### src/rtl/adm_pkg.sv
package adm_pkg;

    typedef enum logic [2:0] {
        ADM_DROP_INHIBIT,
        ADM_DROP_ILLEGAL,
        ADM_FORWARD,
        ADM_ENQ_RD,
        ADM_ENQ_WR,
        ADM_REFUSE_RD,
        ADM_REFUSE_WR
    } adm_kind_e;

    typedef enum logic {
        WQ_FILL,
        WQ_DRAIN
    } wq_state_e;

endpackage

### src/rtl/adm_addr_ring.sv
module adm_addr_ring #(
    parameter int AW    = 32,
    parameter int DEPTH = 8,
    localparam int PW   = (DEPTH > 1) ? $clog2(DEPTH) : 1,
    localparam int CW   = $clog2(DEPTH + 1)
) (
    input  logic          clk,
    input  logic          rst_n,
    input  logic          push,
    input  logic [AW-1:0] push_addr,
    input  logic          pop,
    output logic          head_vld,
    output logic [AW-1:0] head_addr,
    output logic [CW-1:0] count
);
    logic [AW-1:0] slot_q [DEPTH];
    logic [PW-1:0] rd_ptr_q, wr_ptr_q;
    logic [CW-1:0] cnt_q;
    logic          do_push, do_pop;

    function automatic logic [PW-1:0] step(input logic [PW-1:0] p);
        return (p == PW'(DEPTH - 1)) ? '0 : p + 1'b1;
    endfunction

    assign do_push = push && (cnt_q != CW'(DEPTH));
    assign do_pop  = pop && (cnt_q != '0);

    always_ff @(posedge clk) begin
        if (do_push) slot_q[wr_ptr_q] <= push_addr;
    end

    always_ff @(posedge clk) begin
        if (!rst_n) begin
            rd_ptr_q <= '0;
            wr_ptr_q <= '0;
            cnt_q    <= '0;
        end else begin
            if (do_push) wr_ptr_q <= step(wr_ptr_q);
            if (do_pop)  rd_ptr_q <= step(rd_ptr_q);
            cnt_q <= cnt_q + CW'(do_push) - CW'(do_pop);
        end
    end

    assign head_vld  = (cnt_q != '0);
    assign head_addr = slot_q[rd_ptr_q];
    assign count     = cnt_q;

    // order is only kept if nothing is pushed into a full ring
    assert_ring_no_overflow_R11: assert property (@(posedge clk) disable iff (!rst_n)
        push |-> (cnt_q != CW'(DEPTH)));

endmodule

### src/rtl/adm_write_cam.sv
module adm_write_cam #(
    parameter int AW    = 32,
    parameter int DEPTH = 8,
    parameter int OFFW  = 6,
    localparam int LW   = AW - OFFW,
    localparam int PW   = (DEPTH > 1) ? $clog2(DEPTH) : 1,
    localparam int CW   = $clog2(DEPTH + 1)
) (
    input  logic          clk,
    input  logic          rst_n,
    input  logic          push,
    input  logic [AW-1:0] push_addr,
    input  logic          pop,
    input  logic [LW-1:0] probe_line,
    output logic          probe_hit,
    output logic          head_vld,
    output logic [AW-1:0] head_addr,
    output logic [CW-1:0] count
);
    logic [AW-1:0]    slot_q [DEPTH];
    logic [DEPTH-1:0] live_q;
    logic [DEPTH-1:0] hit_vec;
    logic [PW-1:0]    rd_ptr_q, wr_ptr_q;
    logic [CW-1:0]    cnt_q;
    logic             do_push, do_pop;

    function automatic logic [PW-1:0] step(input logic [PW-1:0] p);
        return (p == PW'(DEPTH - 1)) ? '0 : p + 1'b1;
    endfunction

    assign do_push = push && (cnt_q != CW'(DEPTH));
    assign do_pop  = pop && (cnt_q != '0);

    always_ff @(posedge clk) begin
        if (do_push) slot_q[wr_ptr_q] <= push_addr;
    end

    always_ff @(posedge clk) begin
        if (!rst_n) begin
            rd_ptr_q <= '0;
            wr_ptr_q <= '0;
            cnt_q    <= '0;
            live_q   <= '0;
        end else begin
            if (do_pop)  live_q[rd_ptr_q] <= 1'b0;
            if (do_push) live_q[wr_ptr_q] <= 1'b1;
            if (do_push) wr_ptr_q <= step(wr_ptr_q);
            if (do_pop)  rd_ptr_q <= step(rd_ptr_q);
            cnt_q <= cnt_q + CW'(do_push) - CW'(do_pop);
        end
    end

    for (genvar i = 0; i < DEPTH; i++) begin : g_cmp
        assign hit_vec[i] = live_q[i] && (slot_q[i][AW-1:OFFW] == probe_line);
    end

    assign probe_hit = |hit_vec;
    assign head_vld  = (cnt_q != '0);
    assign head_addr = slot_q[rd_ptr_q];
    assign count     = cnt_q;

    // the write queue is never pushed beyond its depth
    assert_no_overflow_R2: assert property (@(posedge clk) disable iff (!rst_n)
        push |-> (cnt_q != CW'(DEPTH)));

    // the number of live slots tracks the count
    assert_live_matches_count_R4: assert property (@(posedge clk) disable iff (!rst_n)
        $countones(live_q) == int'(cnt_q));

endmodule

### src/rtl/adm_drain_fsm.sv
module adm_drain_fsm
    import adm_pkg::*;
#(
    parameter int DEPTH  = 8,
    parameter int THRESH = 5,
    localparam int CW    = $clog2(DEPTH + 1)
) (
    input  logic          clk,
    input  logic          rst_n,
    input  logic [CW-1:0] wq_count,
    input  logic          reads_paused,
    output logic          drain_req
);
    wq_state_e state_q, state_d;

    always_comb begin
        state_d = state_q;
        unique case (state_q)
            WQ_FILL:  if (wq_count > CW'(THRESH) && !reads_paused) state_d = WQ_DRAIN;
            WQ_DRAIN: if (wq_count == '0) state_d = WQ_FILL;
            default:  state_d = WQ_FILL;
        endcase
    end

    always_ff @(posedge clk) begin
        if (!rst_n) state_q <= WQ_FILL;
        else        state_q <= state_d;
    end

    always_comb begin
        unique case (state_q)
            WQ_DRAIN: drain_req = 1'b1;
            default:  drain_req = 1'b0;
        endcase
    end

    // crossing the threshold with reads running starts a drain
    assert_drain_start_R6: assert property (@(posedge clk) disable iff (!rst_n)
        (state_q == WQ_FILL && wq_count > CW'(THRESH) && !reads_paused) |=> drain_req);

    // a drain never ends with writes still queued
    assert_drain_hold_R6: assert property (@(posedge clk) disable iff (!rst_n)
        (drain_req && wq_count != '0) |=> drain_req);

endmodule

### src/rtl/mem_admit_queue.sv
module mem_admit_queue
    import adm_pkg::*;
#(
    parameter int AW          = 32,
    parameter int BURST_BYTES = 64,
    parameter int RD_DEPTH    = 8,
    parameter int WR_DEPTH    = 8,
    parameter int WR_THRESH   = 5,
    localparam int SZW        = $clog2(BURST_BYTES) + 2
) (
    input  logic           clk,
    input  logic           rst_n,
    input  logic           req_valid,
    output logic           req_ready,
    input  logic [AW-1:0]  req_addr,
    input  logic           req_is_write,
    input  logic [SZW-1:0] req_size,
    input  logic           req_inhibit,
    input  logic           reads_paused,
    output logic           rdq_valid,
    output logic [AW-1:0]  rdq_addr,
    input  logic           rdq_pop,
    input  logic           resp_free,
    output logic           wrq_valid,
    output logic [AW-1:0]  wrq_addr,
    input  logic           wrq_pop,
    output logic           wr_ack,
    output logic           fwd_hit,
    output logic           req_err,
    output logic           rd_retry,
    output logic           wr_retry,
    output logic           drain_req
);
    localparam int OFFW = $clog2(BURST_BYTES);
    localparam int RCW  = $clog2(RD_DEPTH + 1);
    localparam int WCW  = $clog2(WR_DEPTH + 1);

    adm_kind_e     kind;
    logic          fire, size_bad, wq_hit, rd_full, wr_full;
    logic          rq_push, wq_push, clr_flags;
    logic          rd_flag_q, wr_flag_q, rd_retry_go, wr_retry_go;
    logic [RCW-1:0] rq_cnt, resp_cnt_q, rd_occ;
    logic [WCW-1:0] wq_cnt;

    assign size_bad = (req_size == '0) || (req_size > SZW'(BURST_BYTES));
    assign rd_occ   = rq_cnt + resp_cnt_q;
    assign rd_full  = (rd_occ == RCW'(RD_DEPTH));
    assign wr_full  = (wq_cnt == WCW'(WR_DEPTH));

    // admission decision
    always_comb begin
        if (req_inhibit)       kind = ADM_DROP_INHIBIT;
        else if (size_bad)     kind = ADM_DROP_ILLEGAL;
        else if (req_is_write) kind = wr_full ? ADM_REFUSE_WR : ADM_ENQ_WR;
        else if (wq_hit)       kind = ADM_FORWARD;
        else                   kind = rd_full ? ADM_REFUSE_RD : ADM_ENQ_RD;
    end

    always_comb begin
        unique case (kind)
            ADM_REFUSE_RD, ADM_REFUSE_WR: req_ready = 1'b0;
            default:                      req_ready = 1'b1;
        endcase
    end

    assign fire      = req_valid && req_ready;
    assign rq_push   = fire && (kind == ADM_ENQ_RD);
    assign wq_push   = fire && (kind == ADM_ENQ_WR);
    assign clr_flags = fire && (kind == ADM_ENQ_RD || kind == ADM_ENQ_WR || kind == ADM_FORWARD);

    assign rd_retry_go = resp_free && (resp_cnt_q != '0) && rd_flag_q;
    assign wr_retry_go = wrq_pop && (wq_cnt != '0) && wr_flag_q;

    adm_addr_ring #(.AW(AW), .DEPTH(RD_DEPTH)) u_rd_ring (
        .clk       (clk),
        .rst_n     (rst_n),
        .push      (rq_push),
        .push_addr (req_addr),
        .pop       (rdq_pop),
        .head_vld  (rdq_valid),
        .head_addr (rdq_addr),
        .count     (rq_cnt)
    );

    adm_write_cam #(.AW(AW), .DEPTH(WR_DEPTH), .OFFW(OFFW)) u_wr_cam (
        .clk        (clk),
        .rst_n      (rst_n),
        .push       (wq_push),
        .push_addr  (req_addr),
        .pop        (wrq_pop),
        .probe_line (req_addr[AW-1:OFFW]),
        .probe_hit  (wq_hit),
        .head_vld   (wrq_valid),
        .head_addr  (wrq_addr),
        .count      (wq_cnt)
    );

    adm_drain_fsm #(.DEPTH(WR_DEPTH), .THRESH(WR_THRESH)) u_drain (
        .clk          (clk),
        .rst_n        (rst_n),
        .wq_count     (wq_cnt),
        .reads_paused (reads_paused),
        .drain_req    (drain_req)
    );

    // response-stage occupancy, refusal memory and pulses
    always_ff @(posedge clk) begin
        if (!rst_n) begin
            resp_cnt_q <= '0;
            rd_flag_q  <= 1'b0;
            wr_flag_q  <= 1'b0;
            wr_ack     <= 1'b0;
            fwd_hit    <= 1'b0;
            req_err    <= 1'b0;
            rd_retry   <= 1'b0;
            wr_retry   <= 1'b0;
        end else begin
            resp_cnt_q <= resp_cnt_q + RCW'(rdq_pop && rdq_valid)
                                     - RCW'(resp_free && resp_cnt_q != '0);
            if (req_valid && kind == ADM_REFUSE_RD) rd_flag_q <= 1'b1;
            else if (clr_flags || rd_retry_go)      rd_flag_q <= 1'b0;
            if (req_valid && kind == ADM_REFUSE_WR) wr_flag_q <= 1'b1;
            else if (clr_flags || wr_retry_go)      wr_flag_q <= 1'b0;
            wr_ack   <= wq_push;
            fwd_hit  <= fire && (kind == ADM_FORWARD);
            req_err  <= fire && (kind == ADM_DROP_ILLEGAL);
            rd_retry <= rd_retry_go;
            wr_retry <= wr_retry_go;
        end
    end

    // the shared read budget is never exceeded
    assert_rd_budget_R1: assert property (@(posedge clk) disable iff (!rst_n)
        int'(rd_occ) <= RD_DEPTH);

    // a refused read is remembered
    assert_refuse_kept_R3: assert property (@(posedge clk) disable iff (!rst_n)
        (req_valid && !req_ready && !req_is_write) |=> rd_flag_q);

    // a forwarded read is answered on the next cycle
    assert_forward_pulse_R4: assert property (@(posedge clk) disable iff (!rst_n)
        (fire && kind == ADM_FORWARD) |=> fwd_hit);

    // a queued write is acknowledged on the next cycle
    assert_write_ack_R5: assert property (@(posedge clk) disable iff (!rst_n)
        wq_push |=> wr_ack);

    // an inhibited request leaves no trace on the pulses
    assert_inhibit_silent_R9: assert property (@(posedge clk) disable iff (!rst_n)
        (fire && req_inhibit) |=> (!wr_ack && !fwd_hit && !req_err));

    // a read retry is only signalled for a remembered refusal
    assert_retry_owed_R8: assert property (@(posedge clk) disable iff (!rst_n)
        rd_retry |-> $past(rd_flag_q));

    // a write retry is only signalled for a remembered refusal
    assert_wretry_owed_R10: assert property (@(posedge clk) disable iff (!rst_n)
        wr_retry |-> $past(wr_flag_q));

endmodule

### config.mk
export PLATFORM = sky130hd
export DESIGN_NAME = mem_admit_queue
export DESIGN_NICKNAME = d
export VERILOG_FILES = /design/src/rtl/adm_pkg.sv /design/src/rtl/adm_addr_ring.sv /design/src/rtl/adm_write_cam.sv /design/src/rtl/adm_drain_fsm.sv /design/src/rtl/mem_admit_queue.sv
export SDC_FILE = /design/constraint.sdc
export NUM_CORES = 1
export LEC_CHECK = 0
export BUFFER_PORTS_ARGS = -buffer_cell sky130_fd_sc_hd__buf_4
export CORE_MARGIN = 2
export CORE_UTILIZATION = 31
export CTS_BUF_LIST = sky130_fd_sc_hd__clkbuf_16
export DETAILED_ROUTE_END_ITERATION = 8
export PLACE_DENSITY = 0.47
export SLEW_MARGIN = 15
export SYNTH_ARGS = -nofsm -noshare
export SYNTH_HDL_FRONTEND = slang
export SYNTH_SLANG_ARGS = --single-unit
### constraint.sdc
create_clock -name clk -period 7 [get_ports clk]
set_input_delay 0.35 -clock clk [delete_from_list [all_inputs] [get_ports clk]]
set_output_delay 0.35 -clock clk [all_outputs]
set_load 0.1 [all_outputs]
==> key figures <==
Yosys
  • Ys async rst share: 0%
  • Top post-synthesis cells by area: edfxtp_1, mux4_2, xnor2_1
  • Post-Syn Instances: 1313
  • YS warnings: 0
  • Synthesized area: 0.0239 mm²
  • Synth unique cells: 43
  • Seq/Total Area, Yosys: 68.2%
  • Mux share of post-synthesis cell area: 15.2%
  • Area leader, netlist: edfxtp_1
  • Adder and majority gate portion of the synthesized area: 1.85%
  • Synth Area in Simple Gates: 3.79%
  • Post-synth EDFFs: 512
  • Yosys top cell area share: 64.3%
  • XOR/XNOR Fraction of Synth Area: 7.95%
  • FF+latch count, synth: 558
  • Syn_area_per_cell: 18.2 µm²
  • Syn Nets: 1395
  • Main combinational cell family by area after synthesis: multiplexers
  • Post-synth top flop: edfxtp_1
  • Synth Area in Compound Gates: 1.45%

Worst setup path
  • Setup CP Type: reg -> out
  • Critical Path AT: 3.44 ns
  • Worst-path fanout max: 8
  • Cells along the critical path: xnor2_1, nand4_1, nor4_1, a22oi_1, nand4_1, nor3b_1, o211ai_1, buf_4
  • Reg2Reg Launch Point: u_wr_cam.slot_q[1][29]
  • RR Endpoint: u_rd_ring.slot_q[2][19]
  • Slowest stage cell, crit path: nand4_1
  • Crit-path max cell delay: 0.48 ns
  • Reg2reg setup slack: 3.59 ns
  • Most frequent cell on the critical path: nand4_1
  • WP data required: 6.65 ns
  • Critical path buffers and inverters: 1
  • CP Capture Type: primary output
  • Critical path startpoint category: register
  • Cell family with most CP delay: simple AND/OR/NAND/NOR gates
  • Worst-case reg-to-reg path depth: 8

Power and ir drop
  • Sequential cell fraction of total power: 41.0%
  • Psw: 0.00306 W
  • Int Pwr: 0.00629 W
  • Sw Ratio: 32.7%
  • PwrDens: 333 mW/mm²
  • Clk pwr share: 33.2%
  • Logic gate share of total power: 25.7%
  • Max rail drop VDD: 0.000160 V
  • Leakage: 8.75 nW

STA
  • Final Hold Fails: 0
  • Slew Viols, Final: 0
  • Setup Skew: 0.0282 ns
  • Setup TNS: 0 ns
  • RSZ-0062 raised after global routing: false
  • # setup viols final: 0
  • FMAX: 264 MHz
  • Post-route clock period utilization: 54.1%
  • Tmin final: 3.79 ns
  • Worst slew pin tran: 1.06 ns
  • Setup slack after layout: 3.21 ns
  • Slew Limit Headroom: 29.4%

Hold path
  • Worst hold path type: in -> reg
  • Hold Crit Start: req_valid
  • WHS Path Cells: 3
  • Hold Path Sink: req_err

Die
  • Die Ht: 282 µm
  • # rows: 101
  • Die area: 0.0793 mm²
  • Initial Util: 31.4%
  • Chip width: 282 µm
  • Total core area: 0.0762 mm²
  • Io pins: 122

Clock network
  • CTS hold repair buffers: 2
  • CTS root buffer: clkbuf_16
  • CTS tree: built
  • Worst-Skew Late Latency: 0.60 ns
  • Setup Buffers After CTS: 0
  • H-tree depth: 3
  • Clk pin slew, worst setup/hold paths: 0.06 ns
  • CTS Buf Count: 66
  • Clock sink total: 558
  • Max clock buf depth: 3
  • Post_cts resized: 0

Place
  • Placed instance area: 0.0261 mm²
  • Dpl ws: 3.16 ns
  • PortBufs: 121
  • Hpwl dp: 41600 µm
  • Final GP Congestion: 0.913
  • Inst Count DP: 2420

Outcome
  • Status: finished clean

Finish
  • Area growth syn-to-layout: 17.3%
  • Fill cells: 7038
  • Nets@finish: 1542
  • Final Cell Area: 0.0280 mm²
  • Post-layout util: 36.8%
  • Share of cells above drive strength 1: 29.1%
  • Cell Count, Final, Fillers Out: 2536

Routing
  • Post-DR vias/cell: 4.89
  • Total length of routed wires: 64700 µm
  • Vias: 12400
  • Drt pass-1 iters: 5
  • Final ANT Viol Nets: 0
  • Routed wire per std cell: 25.5 µm
  • DRC: 0
  • Initial DRC Count: 951

Run
  • Max cap viols: 0

Global routing
  • Largest net degree at the start of global routing: 65
  • M1 GR Usage: 23.0%
  • Total track usage: 16.5%
  • Peak-usage layer in the global routing report: met2
  • Met3 Use GR: 2.29%
  • Antenna violations before repair: 0
  • Vias in the first global route: 12900
  • Global-route wire length before repair: 93900 µm
  • M2 GR Usage: 26.8%
  • Total gr overflow: 0
## layout make-up
cell class              instances  area [µm²]  area share, %
flip-flops and latches        558       16300           58.1
multi-input cells             663        7330           26.2
clock buffers                  68        1700           6.07
well taps                    1030        1290           4.59
repair buffers                144        1090           3.87
clock inverters                43         219          0.781
inverters                      27         101          0.361
diodes                          3        7.51         0.0268
## cell usage in the layout (no fill, tap or decap), types with 3 or more instances in the layout
master     Yosys  layout
a21o_1         5       5
a21oi_1       17      17
a22oi_1        5       5
and2_1         5       5
buf_4          0     142
clkbuf_16      0      68
clkinv_1       1      14
clkinv_2       0       8
dfxtp_1       46      40
dfxtp_2        0       4
diode_2        0       3
edfxtp_1     512     512
fa_1           4       4
ha_1          29      29
inv_1         26      44
mux2_2        64      64
mux2i_1        3       3
mux4_2       128     128
nand2_1       20      20
nand2b_1       5       5
nand3_1       14      14
nand4_1       49      49
nor2_1        32      27
nor2_4         0       5
nor3_1        15      12
nor3_2         0       3
nor4_1        11      10
o21a_1         9       9
o21ai_0        6       6
xnor2_1      216     216
## worst register-to-register path, cell delays in order (launching register included)
cell and delay (ns):
edfxtp_1 0.42, xnor2_1 0.16, nand4_1 0.25, nor3_1 0.11, a22oi_1 0.25, nand4_1 0.53
nor2_1 0.44, nor4bb_4 0.34, buf_4 0.50
## metal layers
| metal | up-vias | wire length, µm |
|---|---|---|
| met5 | - | 0 |
| met4 | 0 | 1360 |
| met3 | 87 | 2650 |
| met2 | 294 | 31100 |
| met1 | 6557 | 29600 |
| li1 | 5455 | - |
## flip-flops by register name, indices dropped and copies added, names as in the netlist, 3 cells and up, named ones only
signal              cells
u_wr_cam.wr_ptr_q       3
u_wr_cam.rd_ptr_q       3
u_rd_ring.slot_q      256
u_rd_ring.count         4
u_wr_cam.slot_q       256
u_wr_cam.count          4
u_wr_cam.live_q         8
u_rd_ring.rd_ptr_q      3
u_rd_ring.wr_ptr_q      3
resp_cnt_q              4
## per-stage QoR
step                      hold WS, ns  power, W
final                          0.0670   0.00935
after global routing           0.0553   0.00973
after global placement          0.468   0.00635
after CTS                      0.0302   0.00949
after floorplan                 0.429   0.00575
after detailed placement        0.473   0.00635
## cells by family after synthesis
kind of cell,Yosys count
buffers and inverters,92
and+or+nand+nor,167
xor gates and xnor gates,217
muxes,195
AOI/OAI and AO/OA,51
adders and majority gates,33
DFF,558
## how the worst max path moves through the flow
stage | startpoint | endpoint | slack, ns | cells past startpoint
after detailed placement | req_size[1] | u_wr_cam.slot_q[1][13] | 3.16 | 8
after global routing | register | wrq_addr[27] | 3.02 | 4
final | u_wr_cam.slot_q[0][25] | req_ready | 3.21 | 8
after global placement | req_size[1] | u_wr_cam.slot_q[2][4] | 3.18 | 8
after floorplan | req_size[1] | u_rd_ring.slot_q[0][0] | 1.42 | 5
after CTS | register | wrq_addr[28] | 3.13 | 4
## power groups by stage
stage               clock (W)  sequential (W)  combinational (W)
floorplan                   0         0.00381            0.00194
detailed placement          0         0.00392            0.00243
CTS                   0.00320         0.00385            0.00244
finish                0.00311         0.00384            0.00240
global placement            0         0.00392            0.00243
global route          0.00333         0.00386            0.00254
## cells in the mapped netlist (2+ instances only)
master    count
a2111o_1      2
a21o_1        5
a21oi_1      17
a22oi_1       5
and2_1        5
and3_1        2
buf_1        14
buf_2        26
clkbuf_1     25
dfxtp_1      46
edfxtp_1    512
fa_1          4
ha_1         29
inv_1        26
mux2_2       64
mux2i_1       3
mux4_2      128
nand2_1      20
nand2b_1      5
nand3_1      14
nand4_1      49
nor2_1       32
nor3_1       15
nor3b_1       4
nor4_1       11
nor4b_1       2
nor4bb_1      2
o21a_1        9
o21ai_0       6
o31a_1        2
or2_2         2
xnor2_1     216
Note: power is estimated with default switching activity, not from simulation.
